File: config.mk
export PLATFORM = sky130hd
export DESIGN_NAME = byte_lsu
export DESIGN_NICKNAME = d
export VERILOG_FILES = /design/src/rtl/byte_lsu.sv
export SDC_FILE = /design/constraint.sdc
export NUM_CORES = 1
export LEC_CHECK = 0
export BUFFER_PORTS_ARGS = -buffer_cell sky130_fd_sc_hd__buf_4
export CELL_PAD_IN_SITES_DETAIL_PLACEMENT = 0
export CELL_PAD_IN_SITES_GLOBAL_PLACEMENT = 1
export CORE_MARGIN = 10
export CORE_UTILIZATION = 44
export DETAILED_ROUTE_END_ITERATION = 16
export PLACE_DENSITY = 0.92
export SETUP_SLACK_MARGIN = 0.1
export SYNTH_ARGS = -nofsm -noshare
export SYNTH_HDL_FRONTEND = slang
export SYNTH_SLANG_ARGS = --single-unit
File: constraint.sdc
create_clock -name clk -period 6.5 [get_ports clk]
set_input_delay 0.325 -clock clk [delete_from_list [all_inputs] [get_ports clk]]
set_output_delay 0.325 -clock clk [all_outputs]
set_load 0.005 [all_outputs]
File: src/rtl/byte_lsu.sv
module byte_lsu (
  input  logic        clk,
  input  logic        rst_n,
  input  logic        start,
  input  logic [31:0] addr,
  input  logic [1:0]  size,
  input  logic        sext,
  input  logic        write,
  input  logic [31:0] wdata,
  output logic        busy,
  output logic        done,
  output logic [31:0] rdata,
  output logic        mem_req,
  output logic        mem_we,
  output logic [31:0] mem_addr,
  output logic [7:0]  mem_wdata,
  input  logic [7:0]  mem_rdata,
  input  logic        mem_ack
);

  logic        act_q, wr_q, sx_q, done_q;
  logic [1:0]  sz_q, idx_q, last_q;
  logic [31:0] base_q, sd_q, acc_q, res_q;
  logic [31:0] acc_nx, widened;
  logic        step, fin;

  assign busy      = act_q;
  assign done      = done_q;
  assign rdata     = res_q;
  assign mem_req   = act_q;
  assign mem_we    = act_q & wr_q;
  assign mem_addr  = base_q + {30'd0, idx_q};
  assign mem_wdata = sd_q[7:0];

  assign step   = act_q & mem_ack;
  assign fin    = step & (idx_q == last_q);
  assign acc_nx = {mem_rdata, acc_q[31:8]};

  always_comb begin
    case (sz_q)
      2'b00:   widened = {{24{sx_q & acc_nx[31]}}, acc_nx[31:24]};
      2'b01:   widened = {{16{sx_q & acc_nx[31]}}, acc_nx[31:16]};
      default: widened = acc_nx;
    endcase
  end

  always_ff @(posedge clk or negedge rst_n) begin
    if (!rst_n) begin
      act_q  <= 1'b0;
      wr_q   <= 1'b0;
      sx_q   <= 1'b0;
      sz_q   <= 2'b00;
      idx_q  <= 2'd0;
      last_q <= 2'd0;
      base_q <= 32'd0;
      sd_q   <= 32'd0;
      acc_q  <= 32'd0;
      res_q  <= 32'd0;
      done_q <= 1'b0;
    end else begin
      done_q <= fin;
      if (!act_q) begin
        if (start) begin
          act_q  <= 1'b1;
          wr_q   <= write;
          sx_q   <= sext;
          sz_q   <= size;
          idx_q  <= 2'd0;
          last_q <= size[1] ? 2'd3 : {1'b0, size[0]};
          base_q <= addr;
          sd_q   <= wdata;
          acc_q  <= 32'd0;
        end
      end else if (step) begin
        idx_q <= idx_q + 2'd1;
        sd_q  <= {8'd0, sd_q[31:8]};
        acc_q <= acc_nx;
        if (fin) begin
          act_q <= 1'b0;
          if (!wr_q) res_q <= widened;
        end
      end
    end
  end

  AST_ACCEPT_START: assert property (@(posedge clk) disable iff (!rst_n)
    (start && !busy) |=> (busy && mem_req && mem_addr == $past(addr)));

  AST_STALL_HOLD: assert property (@(posedge clk) disable iff (!rst_n)
    (mem_req && !mem_ack) |=> (mem_req && $stable(mem_addr) && $stable(mem_wdata)));

  AST_ADDR_ASCEND: assert property (@(posedge clk) disable iff (!rst_n)
    (step && !fin) |=> (mem_req && mem_addr == $past(mem_addr) + 32'd1));

  AST_DONE_PULSE: assert property (@(posedge clk) disable iff (!rst_n)
    done |-> (!busy && $past(busy) && !$past(done)));

  AST_RESULT_HELD: assert property (@(posedge clk) disable iff (!rst_n)
    !done |-> $stable(rdata));

endmodule

# Yosys cells after proc, flatten, opt, wreduce, memory -nomap -nowiden
# Index checks and enable logic that the tools add are counted.
# word_totals
register_bits	138
latch_bits	0
ramBits	0
rom_bits	0
inputBits	80
output_inout_bits	76
mem_count	0
# classes
addsub	2
mul	0
n_div	0
magnitude_cmp	0
eq_ne	3
shift	0
mux	15
bitwise	6
n_reduce_logical	5
# ops
operator	n
2-to-1 mux 32 bit	6
one-hot mux 32 bit (2 select lines)	1
adder 32 x 2 -> 32 bit	1
2-to-1 mux 2 bit	4
AND 1 bit	4
2-to-1 mux 1 bit	4
AND reduction 2 bit	2
AND reduction 4 bit	1
adder 2 x 1 -> 2 bit (second input constant)	1
== test 2 x 1 -> 1 bit (second input constant)	1
== test 2 bit	1
zero test 2 bit	1
!= test 2 x 1 -> 1 bit (second input constant)	1
inverter 1 bit	2
nonzero test 2 bit	1

# Depth between registers and ports, before layout
# depth
ltp_word	5
depth_mapped	7
depth_no_buf	6

# Worst setup path after synthesis
# Ideal clock, no wire load.
# synth_path
path_type	register to output
from	register idx_q[0]
to	output mem_addr[24]
arrival_time_ns	2.083
setup_slack_ns	4.092
stages_incl_launch_ff	7
path_cell_list	dfrtp_1 > ha_1 > inv_1 > fa_1 > or4_1 > nor4_1 > xor2_1
# synth_via
elab_chain_cells	1
# synth_rtl
element	line	text
start, declared	22	logic [1:0] sz_q, idx_q, last_q;
start signal, assigned	75	idx_q <= idx_q + 2'd1;
adder 32 x 2 -> 32 bit	32	assign mem_addr = base_q + {30'd0, idx_q};
end, declared	15	output logic [31:0] mem_addr,
# Every way passes these cells.

# Worst setup path in the final report
# layout_path
from	register idx_q[0]
to	output mem_addr[30]
# Same word-level chain as after synthesis.

==> results.py <==
metrics = {
    "logic_synthesis": {
        "synth_largest_area_cell": "dfrtp_1",
        "ys_ff_latch": 129,
        "synth_edf_count": 0,
        "syn_area_mm2": 0.00597,
        "async_reset_ff_share_pct": 100,
        "syn_area_per_cell_um2": 11.1,
        "syn_nets": 620,
        "ys_seq_area_share_pct": 54.1,
        "yosysTopAreaCellShare_pct": 54.1,
        "synth.area.top_cells": "dfrtp_1 (54%), mux2_2 (7.5%), mux2i_1 (5.4%), a22o_1 (4.7%), a21oi_1 (3.4%)",
        "synth_warnings": 0,
        "synth_cell_type_count": 35,
        "synthFlopType": "dfrtp_1",
        "synth_cells": 537,
    },
    "clock_tree": {
        "cts_max_level": 4,
        "cts.path.max_buffers": 2,
        "clk_pin_slew_ns": 0.05,
        "cts_buffers": 17,
        "root_buffer": "clkbuf_16",
        "post_cts_resized": 0,
        "clk_latency_ns": 0.41,
        "postCtsSetupBuffers": 0,
        "cts_tree": "yes",
        "cts.sinks": 129,
    },
    "floorplanning": {
        "io_pins": 156,
        "dieArea_mm2": 0.0186,
        "row_count": 42,
        "core_mm2": 0.0132,
        "die_w_um": 136,
        "start_util_pct": 45.1,
        "die_h_um": 136,
    },
    "timing": {
        "grt_setup_unrepaired": "no",
        "relSlewSlack_pct": 24.4,
        "finalSetupTns_ns": 0,
        "fmaxAchievable_ghz": 0.310,
        "finClkSkew_ns": 0.00869,
        "hold_slack_ns": 0.128,
        "timing.final.setup_violations": 0,
        "period_share_pct": 49.6,
        "tightestPinTransition_ns": 1.13,
        "finalHoldViolCount": 0,
        "finalCriticalPeriod_ns": 3.23,
        "final_max_slew_viol_count": 0,
    },
    "power_and_ir_drop": {
        "p_sw_share_pct": 33.7,
        "clkPwrFrac_pct": 24.7,
        "power.density_mw_per_mm2": 489,
        "p_switching_uw": 1290,
        "total_leakage_power_uw": 0.00370,
        "power_frac_comb_pct": 36.4,
        "p_int_uw": 2530,
        "pwr-share-seq_pct": 38.9,
        "irDropWorstVdd_v": 0.000268,
    },
    "route": {
        "wirelength_um": 15500,
        "vias": 4584,
        "antenna_left": 0,
        "initialDrtViolationCount": 348,
        "dr.pass1.iters": 4,
        "via_per_inst": 5.31,
        "drc": 0,
        "drt-wirelength-per-cell_um": 17.9,
    },
    "cells_and_area": {
        "insertedDiodeCount": 0,
        "final_common_cell": "buf_4",
        "multiInputGateArea_mm2": 0.00252,
        "area_growth_pct": 30.8,
        "seq_area_mm2": 0.00323,
        "final_core_util_pct": 58.9,
        "fill_cells": 1128,
        "mostFrequentLayoutCells": "buf_4 (161), dfrtp_1 (129), nand2_1 (48)",
        "fin_nets": 757,
        "drive_gt1_share_pct": 34.9,
    },
    "global_routing": {
        "track_usage_pct": 16.6,
        "top_usage_layer": "met2",
        "grt_max_degree": 82,
        "met3_usage_pct": 7.01,
        "grt_pass1_wl_um": 24700,
        "grt_use_met1_pct": 19.9,
        "grt_overflow_total": 0,
        "antenna_found_initial": 0,
        "use_met2_pct": 26.3,
        "grt_pass1_vias": 4741,
    },
    "placed_design": {
        "hpwlAfterDp_um": 10900,
        "gp_congestion": 0.798,
        "port_buffers": 155,
    },
    "setup_path": {
        "worstRegToRegCells": 6,
        "required_ns": 6.17,
        "cp-end-kind": "output port",
        "critPathLaunchType": "flip-flop",
        "path_max_fanout": 6,
        "crit_type": "flip-flop to output port",
        "arrival_ns": 2.90,
    },
    "status": {
        "outcome": "complete, no violations",
    },
    "min_path": {
        "hold_depth": 3,
        "hold_class": "input port to flip-flop",
    },
    "flow_run": {
        "maxCapViolations": 0,
    },
}
==> cell families (layout without fill, tap and decap cells) <==
family / after synthesis / after routing / synth area share [%]
xor gates and xnor gates: 33 / 33 / 4.84
AOI/OAI and AO/OA: 118 / 118 / 12.4
DFF: 129 / 129 / 54.1
and+or+nand+nor: 129 / 129 / 10.7
muxes: 74 / 74 / 13.3
adders and majority gates: 3 / 3 / 0.755
buffers and inverters: 51 / 201 / 3.96
==> layout make-up <==
class	instances	share of cell area [%]
clock buffer	21	5.77
timing repair buffer	162	15.6
multi-input combinational	357	32.3
inverter	7	0.337
clock inverter	11	1.76
tap	176	2.82
sequential	129	41.4
==> power by group through the flow <==
| stage | clock network, uW | logic [uW] | registers [uW] |
|---|---|---|---|
| finish | 942 | 1390 | 1490 |
| global route | 1000 | 1560 | 1540 |
| CTS | 961 | 1410 | 1490 |
| detailed placement | 0 | 1400 | 1490 |
| global placement | 0 | 1380 | 1470 |
| floorplan | 0 | 844 | 1400 |
==> cell usage after synthesis (4+ instances only) <==
cell type  count
dfrtp_1      129
nand2_1       48
a21oi_1       41
mux2_2        40
o21ai_0       37
nor2_1        34
a22o_1        32
mux2i_1       32
clkbuf_1      20
xor2_1        18
xnor2_1       15
buf_4         10
buf_1          8
nand3_1        8
a221oi_1       7
inv_1          7
nor4_1         7
buf_2          6
nor3_1         6
nor4_2         4
==> final timing paths <==
kind	slack [ns]	to	from
max	3.27	mem_addr[30]	idx_q[0]
min	0.13	base_q[1]	addr[1]
max reg2reg	3.92	sd_q[3]	busy
min reg2reg	0.48	sd_q[22]	sd_q[22]
max in group asynchronous	4.56	sd_q[23]	rst_n
min in group asynchronous	0.50	base_q[2]	rst_n
==> per-stage QoR <==
stage / worst slack [ns] / cell area [um^2] / power (uW) / std cells
final: 3.27 / 7810 / 3820 / 863
after global placement: 3.82 / 7210 / 2850 / 830
after CTS: 3.24 / 7810 / 3860 / 863
after detailed placement: 3.69 / 7210 / 2900 / 830
after floorplan: 4.09 / 5970 / 2240 / 537
after global routing: 3.12 / 7810 / 4100 / 863
==> critical path, cell delays in order, from the launching register on <==
cell	delay [ns]
dfrtp_1	0.41
ha_1	0.19
inv_1	0.05
fa_1	0.46
or4_1	0.68
nor4_1	0.34
xor2_1	0.21
buf_4	0.14
==> layer usage <==
| metal | share of wire, % | vias up |
|---|---|---|
| met5 | 0 | - |
| met4 | 1.4 | 0 |
| met3 | 9.0 | 17 |
| met2 | 48 | 160 |
| met1 | 41 | 2230 |
| li1 | - | 2177 |
==> registers in the layout (all words and copies together) (netlist names) <==
name    flops
base_q     32
rdata      32
sd_q       32
acc_q      24
idx_q       2
sz_q        2
busy        1
done        1
last_q      1
sx_q        1
wr_q        1
==> timing repair <==
item,4_1_cts,5_1_grt
hold endpoints to repair,48,0
setup endpoints to repair,0,0
hold buffers,1,0
Power figures use the tool's default switching activity.
